[config.mk]
export PLATFORM = sky130hd
export DESIGN_NAME = alt_bank_file
export DESIGN_NICKNAME = d
export VERILOG_FILES = /design/src/rtl/alt_bank_pkg.sv /design/src/rtl/alt_wr_decode.sv /design/src/rtl/alt_prg_bank.sv /design/src/rtl/alt_chr_file.sv /design/src/rtl/alt_bank_file.sv
export SDC_FILE = /design/constraint.sdc
export NUM_CORES = 1
export LEC_CHECK = 0
export ABC_AREA = 1
export CORE_ASPECT_RATIO = 0.5
export CORE_UTILIZATION = 35
export CTS_CLUSTER_DIAMETER = 60
export DETAILED_ROUTE_END_ITERATION = 8
export GPL_ROUTABILITY_DRIVEN = 0
export PLACE_DENSITY = 0.58
export SLEW_MARGIN = 25
export SYNTH_ARGS = -nofsm -noshare
export SYNTH_HDL_FRONTEND = slang
export SYNTH_SLANG_ARGS = --single-unit
[constraint.sdc]
create_clock -name clk -period 4 [get_ports clk]
set_clock_uncertainty 0.2 [all_clocks]
set_input_delay 0.8 -clock clk [delete_from_list [all_inputs] [get_ports clk]]
set_output_delay 0.8 -clock clk [all_outputs]
set_load 0.01 [all_outputs]
[src/rtl/alt_bank_pkg.sv]
package alt_bank_pkg;

    localparam int BYTE_W    = 8;
    localparam int NIB_W     = 4;
    localparam int ADDR_W    = 16;
    localparam int CHR_REGS  = 8;
    localparam int CHR_IDX_W = $clog2(CHR_REGS);
    localparam int PAGE_W    = 4;

    // 4 KB page numbers (address bits 15:12) that the decoder reacts to
    localparam logic [PAGE_W-1:0] PG_PRG_LO    = 4'h8;
    localparam logic [PAGE_W-1:0] PG_MIRROR    = 4'h9;
    localparam logic [PAGE_W-1:0] PG_PRG_HI    = 4'hA;
    localparam logic [PAGE_W-1:0] PG_CHR_FIRST = 4'hB;
    localparam logic [PAGE_W-1:0] PG_CHR_LAST  = 4'hE;

    typedef enum logic [2:0] {
        TGT_NONE,
        TGT_PRG_LO,
        TGT_MIRROR,
        TGT_PRG_HI,
        TGT_CHR
    } wr_target_e;

    typedef struct packed {
        wr_target_e             target;
        logic [CHR_IDX_W-1:0]   chr_idx;
        logic                   hi_half;
        logic [BYTE_W-1:0]      data;
    } wr_cmd_t;

    // Page offset by three, doubled, then ORed with A11 and A1.
    // Pages B..E give 3..6 in bits 14:12; modulo four the low two bits suffice.
    function automatic logic [CHR_IDX_W-1:0] chr_index(input logic [ADDR_W-1:0] a);
        logic [1:0] grp;
        grp = a[13:12] - 2'd3;
        return {grp, 1'b0} | {2'b00, (a[11] | a[1])};
    endfunction

    function automatic logic page_is_chr(input logic [PAGE_W-1:0] pg);
        return (pg >= PG_CHR_FIRST) && (pg <= PG_CHR_LAST);
    endfunction

endpackage

[src/rtl/alt_wr_decode.sv]
module alt_wr_decode
    import alt_bank_pkg::*;
(
    input  logic              mode_active,
    input  logic              wr_stb,
    input  logic [ADDR_W-1:0] wr_addr,
    input  logic [BYTE_W-1:0] wr_data,
    output wr_cmd_t           cmd
);

    logic [PAGE_W-1:0] page;
    logic              aligned;

    assign page    = wr_addr[ADDR_W-1 -: PAGE_W];
    assign aligned = (wr_addr[1:0] == 2'b00);

    always_comb begin
        cmd         = '0;
        cmd.target  = TGT_NONE;
        cmd.data    = wr_data;
        cmd.hi_half = wr_addr[0];
        cmd.chr_idx = chr_index(wr_addr);
        if (mode_active && wr_stb) begin
            if (page == PG_PRG_LO && aligned) begin
                cmd.target = TGT_PRG_LO;
            end else if (page == PG_MIRROR && aligned) begin
                cmd.target = TGT_MIRROR;
            end else if (page == PG_PRG_HI && aligned) begin
                cmd.target = TGT_PRG_HI;
            end else if (page_is_chr(page)) begin
                cmd.target = TGT_CHR;
            end
        end
    end

endmodule

[src/rtl/alt_prg_bank.sv]
module alt_prg_bank
    import alt_bank_pkg::*;
#(
    parameter int PRG_BANKS = 16,
    parameter int PRG_W     = $clog2(PRG_BANKS)
) (
    input  logic              clk,
    input  logic              rst,
    input  wr_cmd_t           cmd,
    input  logic [1:0]        cpu_win,
    output logic [PRG_W-1:0]  prg_bank,
    output logic              mirror_h,
    output logic [BYTE_W-1:0] prg_lo_q,
    output logic [BYTE_W-1:0] prg_hi_q
);

    localparam logic [PRG_W-1:0] LAST_BANK = PRG_W'(PRG_BANKS - 1);
    localparam logic [PRG_W-1:0] NEXT_LAST = PRG_W'(PRG_BANKS - 2);

    always_ff @(posedge clk) begin
        if (rst) begin
            prg_lo_q <= '0;
            prg_hi_q <= '0;
            mirror_h <= 1'b0;
        end else begin
            unique case (cmd.target)
                TGT_PRG_LO: prg_lo_q <= cmd.data;
                TGT_PRG_HI: prg_hi_q <= cmd.data;
                TGT_MIRROR: mirror_h <= cmd.data[0];
                default: ;
            endcase
        end
    end

    // Windows 2 and 3 are fixed to the last 16 KB of the ROM
    always_comb begin
        unique case (cpu_win)
            2'b00:   prg_bank = prg_lo_q[PRG_W-1:0];
            2'b01:   prg_bank = prg_hi_q[PRG_W-1:0];
            2'b10:   prg_bank = NEXT_LAST;
            default: prg_bank = LAST_BANK;
        endcase
    end

endmodule

[src/rtl/alt_chr_file.sv]
module alt_chr_file
    import alt_bank_pkg::*;
#(
    parameter int N_REGS = CHR_REGS,
    parameter int IDX_W  = $clog2(N_REGS)
) (
    input  logic                          clk,
    input  logic                          rst,
    input  wr_cmd_t                       cmd,
    input  logic [IDX_W-1:0]              ppu_win,
    output logic [N_REGS-1:0][BYTE_W-1:0] chr_regs,
    output logic [BYTE_W-1:0]             chr_bank
);

    logic is_chr;
    assign is_chr = (cmd.target == TGT_CHR);

    for (genvar g = 0; g < N_REGS; g++) begin : g_reg
        logic hit;
        assign hit = is_chr && (cmd.chr_idx == IDX_W'(g));

        always_ff @(posedge clk) begin
            if (rst) begin
                chr_regs[g] <= '0;
            end else if (hit) begin
                if (cmd.hi_half) begin
                    chr_regs[g][BYTE_W-1:NIB_W] <= cmd.data[NIB_W-1:0];
                end else begin
                    chr_regs[g][NIB_W-1:0] <= cmd.data[NIB_W-1:0];
                end
            end
        end
    end

    assign chr_bank = chr_regs[ppu_win];

endmodule

[src/rtl/alt_bank_file.sv]
module alt_bank_file
    import alt_bank_pkg::*;
#(
    parameter  int PRG_BANKS = 16,
    localparam int PRG_W     = $clog2(PRG_BANKS)
) (
    input  logic             clk,
    input  logic             rst,
    input  logic             mode_active,
    input  logic             wr_stb,
    input  logic [15:0]      wr_addr,
    input  logic [7:0]       wr_data,
    input  logic [1:0]       cpu_win,
    input  logic [2:0]       ppu_win,
    output logic [PRG_W-1:0] prg_bank,
    output logic [7:0]       chr_bank,
    output logic             mirror_h
);

    wr_cmd_t                            cmd;
    logic [BYTE_W-1:0]                  prg_lo_q;
    logic [BYTE_W-1:0]                  prg_hi_q;
    logic [CHR_REGS-1:0][BYTE_W-1:0]    chr_regs;

    alt_wr_decode u_dec (
        .mode_active (mode_active),
        .wr_stb      (wr_stb),
        .wr_addr     (wr_addr),
        .wr_data     (wr_data),
        .cmd         (cmd)
    );

    alt_prg_bank #(
        .PRG_BANKS (PRG_BANKS),
        .PRG_W     (PRG_W)
    ) u_prg (
        .clk      (clk),
        .rst      (rst),
        .cmd      (cmd),
        .cpu_win  (cpu_win),
        .prg_bank (prg_bank),
        .mirror_h (mirror_h),
        .prg_lo_q (prg_lo_q),
        .prg_hi_q (prg_hi_q)
    );

    alt_chr_file #(
        .N_REGS (CHR_REGS),
        .IDX_W  (CHR_IDX_W)
    ) u_chr (
        .clk      (clk),
        .rst      (rst),
        .cmd      (cmd),
        .ppu_win  (ppu_win),
        .chr_regs (chr_regs),
        .chr_bank (chr_bank)
    );

endmodule

# == Word-level counts from Yosys, hierarchy flattened ==
# Cells that the tools add are included.
# totals
reg_bits,73
wordCells,82
# classes
addsub,1
n_lt_le_gt_ge,3
eq_ne,16
n_mux,8
bitwise_logic,3
n_reduce_logical,32
# ops
op,n
$reduce_and 2->1,16
$bmux 8 s3,1
$eq 3x3->1 const B,5
$mux 3,5
$logic_and 1x1->1,13
$eq 3x2->1 const B,4
$eq 4x4->1 const B,3
$pmux 4 s3,1
$mux 8,1
$eq 3x1->1 const B,2
$ge 4x4->1 const B,1
$le 4x4->1 const B,1
$logic_not 2->1,2
$lt 3x4->1 const B,1
$logic_not 3->1,1
$or 3x1->3,1
$eq 2x1->1 const B,1
$eq 2x2->1 const B,1
$sub 2x2->2 const B,1
$not 1->1,1
$or 1x1->1,1

# == Depth between registers and ports, before layout ==
# Gate-level depths: netlist (run 1).
# depth
word_depth,10
mapped_depth,12

# == Cells and area by module ==
# A second synthesis (run 1) with hierarchy kept.
# unflattened
cells_unflattened,692
hier_area_um2,4380.5
# modules_own_cells
mod,n_inst,cells_each,area_each_um2
alt_chr_file,1,528,3345.7
alt_prg_bank,1,127,802.0
alt_wr_decode,1,37,232.7

# == Worst setup path before layout (run 1) ==
# Ideal clock, no wire load.
# synth_path
kind,input to output
start,input ppu_win[1]
end,output chr_bank[5]
t_arrival_ps,1762
setup_slack_ps,1238
cell_stages,8
cell_sequence,buf_2 > inv_1 > clkbuf_1 > a21oi_1 > o21ai_0 > nand2_1 > nor2_1 > a31oi_1
# synth_via
elab_chain_cells,2
# synth_rtl
element,line_no,text
"start, declared",alt_bank_file.sv:14,"input logic [2:0] ppu_win,"
$bmux 8 s3,alt_chr_file.sv:35,assign chr_bank = chr_regs[ppu_win];
$mux 8 (not written as such),alt_chr_file.sv:35,
"end, declared",alt_bank_file.sv:16,"output logic [7:0] chr_bank,"
# Every way passes these cells. The select of a mux whose other input is x is not followed.

# == Worst setup path in the final report (run 1) ==
# layout_path
start,input ppu_win[1]
end,output chr_bank[3]
# The elaborated chain is that of the path after synthesis.

==> flow_metrics.env, run 1 <==
export IMPL_worst_pin_slew_ns=1.04
export IMPL_synthToLayoutAreaGrowth_pct=18.3
export IMPL_htree_levels=3
export IMPL_power_leakage_nw=1.78
export IMPL_postRouteAntennaNets=0
export IMPL_crit_type="input port to output pin"
export IMPL_hold_path_depth=2
export IMPL_place_inst=704
export IMPL_hold_buffers=0
export IMPL_grt_ovfl_total=0
export IMPL_finalSetupViolCount=0
export IMPL_fmax_ghz=0.265
export IMPL_endpoint_kind="output pin"
export IMPL_clock_sinks=73
export IMPL_die_width_um=149
export IMPL_grt_first_pass_wirelength_um=16600
export IMPL_synth_area_leaders="dfxtp_1, nand2_1, a21oi_1, nor2_1, nand4_1"
export IMPL_fp_coreArea_mm2=0.0103
export IMPL_dr_total_vias=3585
export IMPL_vias_per_cell=4.99
export IMPL_status="complete, no violations"
export IMPL_die_y_um=75.4
export IMPL_hold_viol=0
export IMPL_slew_limit_headroom_pct=30.7
export IMPL_die_area_mm2=0.0112
export IMPL_synthCells=557
export IMPL_io_buffers=32
export IMPL_rsz0062_at_grt="no"
export IMPL_placed_area_mm2=0.00418
export IMPL_wirelength_um=10200
export IMPL_netlist_area_mm2=0.00377
export IMPL_post_cts_buffers=0
export IMPL_start_util_pct=36.4
export IMPL_fin_nets=612
export IMPL_synth_top_area_share_pct=38.8
export IMPL_wl_per_cell_um=14.1
export IMPL_drive_above_1_share_pct=6.91
export IMPL_timing_hold_ws_ns=0.256
export IMPL_drt_iter0_markers=359
export IMPL_vdd_drop_max_mv=0.195
export IMPL_tns_ns=0
export IMPL_io_pins=46
export IMPL_hold_path_class="flop to flop"
export IMPL_yosysUniqueCellTypes=25
export IMPL_grt_usage_pct=19.4
export IMPL_grt_max_degree=49
export IMPL_arrival_ns=2.77
export IMPL_ys_seq_elements=73
export IMPL_min_period_over_period_pct=94.2
export IMPL_synth_fp_nets=594
export IMPL_drc=0
export IMPL_clockBufferDepth=2
export IMPL_cts_resized_gates=0
export IMPL_path_max_fanout=16
export IMPL_cp_start_kind="input port"
export IMPL_fin_area_mm2=0.00446
export IMPL_final_core_util_pct=43.1
export IMPL_dpl_hpwl_um=6390
export IMPL_root_buffer="clkbuf_16"
export IMPL_clkTransAtPathRegs_ns=0.05
export IMPL_cts_tree="yes"
export IMPL_syn_area_per_cell_um2=6.76
export IMPL_grt_pass1_vias=3299
export IMPL_maxCapViolCount=0
export IMPL_antenna_found_initial=0
export IMPL_synth_seq_area_share_pct=38.8
export IMPL_cts_buffers=9
export IMPL_firstDrtPassIters=7
export IMPL_synth_top_cell_by_area="dfxtp_1"
export IMPL_diodes=0
export IMPL_required_ns=3.00
export IMPL_synth_warnings=0
export IMPL_finalMaxSlewViolations=0
export IMPL_fin_crit_ns=3.77
export IMPL_r2r_cells=4
export IMPL_p_per_area_mw_per_mm2=380
export IMPL_layout_cells_non_filler=719
export IMPL_rows=26
export IMPL_clk_latency_ns=0.33
[critical path: stages]
cell and delay, ns:
clkdlybuf4s50_1 0.50, inv_1 0.24, a21oi_1 0.22, o21ai_0 0.13, nand2_1 0.09, nor2_1 0.05, a31oi_1 0.17, clkdlybuf4s50_1 0.56
[power breakdown]
part           internal, mW  total [mW]  leakage, nW  switching, mW
Sequential            0.730       0.731        0.588       0.000821
Clock                 0.476       0.776        0.139          0.300
Combinational        0.0663       0.187         1.06          0.121
[metal layers]
layer | share of wire, % | vias to the layer above | GRT usage, %
met5 | 0 | - | 0
met2 | 43 | 101 | 30.1
met1 | 48 | 1608 | 26.7
met3 | 7.0 | 12 | 5.15
met4 | 1.4 | 0 | 5.50
li1 | - | 1864 | -
[final timing paths]
kind                      startpoint                  to  slack, ns
setup reg to reg  u_chr.chr_regs[20]  u_chr.chr_regs[20]       3.14
setup / recovery          ppu_win[1]         chr_bank[3]       0.23
hold / removal    u_chr.chr_regs[30]  u_chr.chr_regs[30]       0.26
hold reg to reg   u_chr.chr_regs[30]  u_chr.chr_regs[30]       0.26
[cell usage after synthesis (all sizes together)]
| cell type | count |
|---|---|
| a21oi | 74 |
| a31oi | 8 |
| buf | 11 |
| clkbuf | 25 |
| dfxtp | 73 |
| ha | 4 |
| inv | 50 |
| nand2 | 124 |
| nand3 | 27 |
| nand4 | 33 |
| nor2 | 87 |
| o21ai | 37 |
| o22ai | 3 |
| or2 | 1 |
[per-stage QoR]
step	worst slack, ns	power, mW
after floorplan	1.24	0.853
after global placement	0.202	0.933
after detailed placement	0.204	0.933
after CTS	0.194	1.71
after global routing	0.00402	1.76
final	0.233	1.69
[state kept, by name, summed over array words and instances (netlist names)]
name	flops
u_prg.mirror_h	1
u_chr.chr_regs	64
u_prg.prg_hi_q	4
u_prg.prg_lo_q	4
[layout by cell type (no fill, tap or decap)]
cell | Yosys | layout
o22ai_1 | 3 | 3
a21oi_1 | 73 | 73
bufinv_16 | 0 | 1
nand2_1 | 123 | 123
clkbuf_1 | 25 | 2
nand3_4 | 7 | 7
buf_12 | 1 | 2
or2_2 | 1 | 1
inv_2 | 1 | 2
dfxtp_1 | 73 | 73
nand3_1 | 19 | 19
clkdlybuf4s50_1 | 0 | 32
buf_4 | 1 | 9
clkbuf_16 | 0 | 9
clkinv_2 | 0 | 3
nand2_2 | 1 | 1
a31oi_1 | 8 | 8
nor2_1 | 84 | 84
nor2_2 | 2 | 2
nand3_2 | 1 | 1
o21ai_0 | 37 | 37
nand4_1 | 33 | 33
nor2_4 | 1 | 1
a21oi_2 | 1 | 1
inv_1 | 49 | 48
ha_1 | 4 | 4
[cell families after synthesis]
group                    after synthesis  share of synthesized area, %
flip-flops                            73                          38.8
AO/OA/AOI/OAI                        122                          16.7
AND/OR/NAND/NOR                      272                          33.1
buffers and inverters                 86                          10.1
adder cells (fa/ha/maj)                4                          1.33
[final cells by class]
type	count	area (µm²)
clock buffers	11	233
well taps	140	175
repair buffers	43	428
fillers	1081	5890
multi-input cells	398	1930
clock inverters	4	45.0
inverters	50	188
flip-flops and latches	73	1460
Note: power is estimated with default switching activity, not from simulation.
==> run 2, diff against run 1 <==
Settings changed: CORE_UTILIZATION 35 to 50, CTS_CLUSTER_SIZE set to 28, GPL_ROUTABILITY_DRIVEN 0 to 1, PLACE_DENSITY 0.58 to 0.77.
==> run 2 against run 1 <==
Sequential share of layout area up 0.52 points. Final cell count down 6.7%. Non-clock buffer count down 1. Critical path depth unchanged.
==> flow_metrics.env, run 2 (synthesis gave the netlist of run 1 again) <==
export IMPL_start_util_pct=54.1
export IMPL_place_gp_congestion=0.827
export IMPL_layout_common_cells="nand2_1, nor2_1, a21oi_1, dfxtp_1, inv_1"
export IMPL_largestRegisters="u_chr.chr_regs: 64 flops, u_prg.prg_hi_q: 4 flops, u_prg.prg_lo_q: 4 flops"
export IMPL_fin_nets=611
export IMPL_hold_buffers=0
export IMPL_wirelength_um=9810
export IMPL_wl_per_cell_um=14.6
export IMPL_vdd_drop_max_mv=0.267
export IMPL_fin_crit_ns=3.83
export IMPL_diodes=0
export IMPL_clkTransAtPathRegs_ns=0.05
export IMPL_die_width_um=125
export IMPL_power_leakage_nw=1.78
export IMPL_die_y_um=63.4
export IMPL_drive_above_1_share_pct=6.74
export IMPL_required_ns=3.00
export IMPL_hold_path_class="flop to flop"
export IMPL_grt_max_degree=42
export IMPL_grt_pass1_vias=3455
export IMPL_antenna_found_initial=0
export IMPL_grt_usage_pct=27.0
export IMPL_slowest_stage="clkdlybuf4s50_1"
export IMPL_dr_total_vias=3706
export IMPL_cts_tree="yes"
export IMPL_htree_levels=3
export IMPL_fp_coreArea_mm2=0.00696
export IMPL_post_cts_buffers=0
export IMPL_drc=0
export IMPL_tns_ns=0
export IMPL_power_share_combinational_pct=11.1
export IMPL_p_clk_share_pct=45.0
export IMPL_swShare_pct=25.1
export IMPL_grt_first_pass_wirelength_um=16700
export IMPL_firstDrtPassIters=5
export IMPL_max_stage_delay_ns=0.59
export IMPL_finalPower_mw=1.66
export IMPL_endpoint_kind="output pin"
export IMPL_worst_path_buf_inv=3
export IMPL_crit_top_cell="clkdlybuf4s50_1"
export IMPL_critPathTopFamily="buffers and inverters"
export IMPL_die_area_mm2=0.00790
export IMPL_seqCellArea_mm2=0.00146
export IMPL_cp_cell_sequence="clkdlybuf4s50_1 -> inv_1 -> a21oi_1 -> o21ai_0 -> nand2_1 -> nor2_1 -> a31oi_1 -> clkdlybuf4s50_1"
export IMPL_fmax_ghz=0.261
export IMPL_cts_resized_gates=0
export IMPL_p_seq_share_pct=43.9
export IMPL_mostFrequentLayoutCell="nand2_1"
export IMPL_io_buffers=32
export IMPL_io_pins=46
export IMPL_clk_latency_ns=0.34
export IMPL_p_sw_uw=419
export IMPL_status="complete, no violations"
export IMPL_top_register="u_chr.chr_regs"
export IMPL_postRouteAntennaNets=0
export IMPL_fillers=633
export IMPL_clockBufferDepth=2
export IMPL_dpl_hpwl_um=6210
export IMPL_p_per_area_mw_per_mm2=380
export IMPL_vias_per_cell=5.52
export IMPL_finalSetupViolCount=0
export IMPL_clock_sinks=73
export IMPL_arrival_ns=2.83
export IMPL_finalMaxSlewViolations=0
export IMPL_root_buffer="clkbuf_16"
export IMPL_min_period_over_period_pct=95.8
export IMPL_synthToLayoutAreaGrowth_pct=16.4
export IMPL_rsz0062_at_grt="no"
export IMPL_slew_limit_headroom_pct=31.1
export IMPL_grt_ovfl_total=0
export IMPL_largest_reg_flops=64
export IMPL_hold_viol=0
export IMPL_maxCapViolCount=0
export IMPL_multi_input_area_mm2=0.00193
export IMPL_crit_type="input port to output pin"
export IMPL_path_max_fanout=16
export IMPL_drt_iter0_markers=356
export IMPL_worst_pin_slew_ns=1.03
export IMPL_rows=21
export IMPL_p_int_mw=1.25
export IMPL_cp_start_kind="input port"
export IMPL_cts_buffers=9
run 2: final cells by class:
| type | instances | share of cell area, % |
|---|---|---|
| Tap cell | 92 | 2.62 |
| Multi-Input combinational cell | 398 | 43.9 |
| Sequential cell | 73 | 33.3 |
| Timing Repair Buffer | 42 | 9.59 |
| Inverter | 50 | 4.28 |
| Clock buffer | 13 | 5.93 |
| Clock inverter | 3 | 0.342 |
run 2: final timing paths:
path | from | cells past startpoint | slack (ns) | endpoint
max | ppu_win[1] | 8 | 0.17 | chr_bank[5]
min | u_chr.chr_regs[30] | 2 | 0.26 | u_chr.chr_regs[30]
max reg2reg | u_chr.chr_regs[52] | 4 | 3.12 | u_chr.chr_regs[52]
min reg2reg | u_chr.chr_regs[30] | 2 | 0.26 | u_chr.chr_regs[30]
run 2: stage by stage:
stage	instances	hold WS, ns	setup WS, ns	instance area, µm²	utilization [%]
global route	671	0.274	0.0181	4390	63.0
finish	671	0.257	0.166	4390	63.0
global placement	655	0.245	0.199	4110	59.0
detailed placement	655	0.249	0.217	4110	59.0
floorplan	557	0.238	1.24	3770	-
CTS	671	0.257	0.200	4390	63.0
run 2: power by group through the flow:
stage / Combinational, mW / Clock [mW] / Sequential [mW]
final: 0.185 / 0.749 / 0.731
after global routing: 0.201 / 0.791 / 0.731
after CTS: 0.183 / 0.751 / 0.731
after detailed placement: 0.181 / 0 / 0.747
after global placement: 0.181 / 0 / 0.746
after floorplan: 0.107 / 0 / 0.746
run 2: routing by layer:
| layer | vias to the layer above | share of wire [%] | track usage (%) |
|---|---|---|---|
| met5 | - | 0 | 0 |
| met4 | 0 | 1.6 | 8.28 |
| met3 | 19 | 7.7 | 8.16 |
| met2 | 124 | 44 | 43.4 |
| met1 | 1696 | 47 | 34.8 |
| li1 | 1867 | - | - |
run 2: worst min-delay path, delay by kind of cell, from the launching register on:
kind,cells,cell delay [ns]
and+or+nand+nor,1,0.06
DFF,1,0.31
AOI/OAI and AO/OA,1,0.05
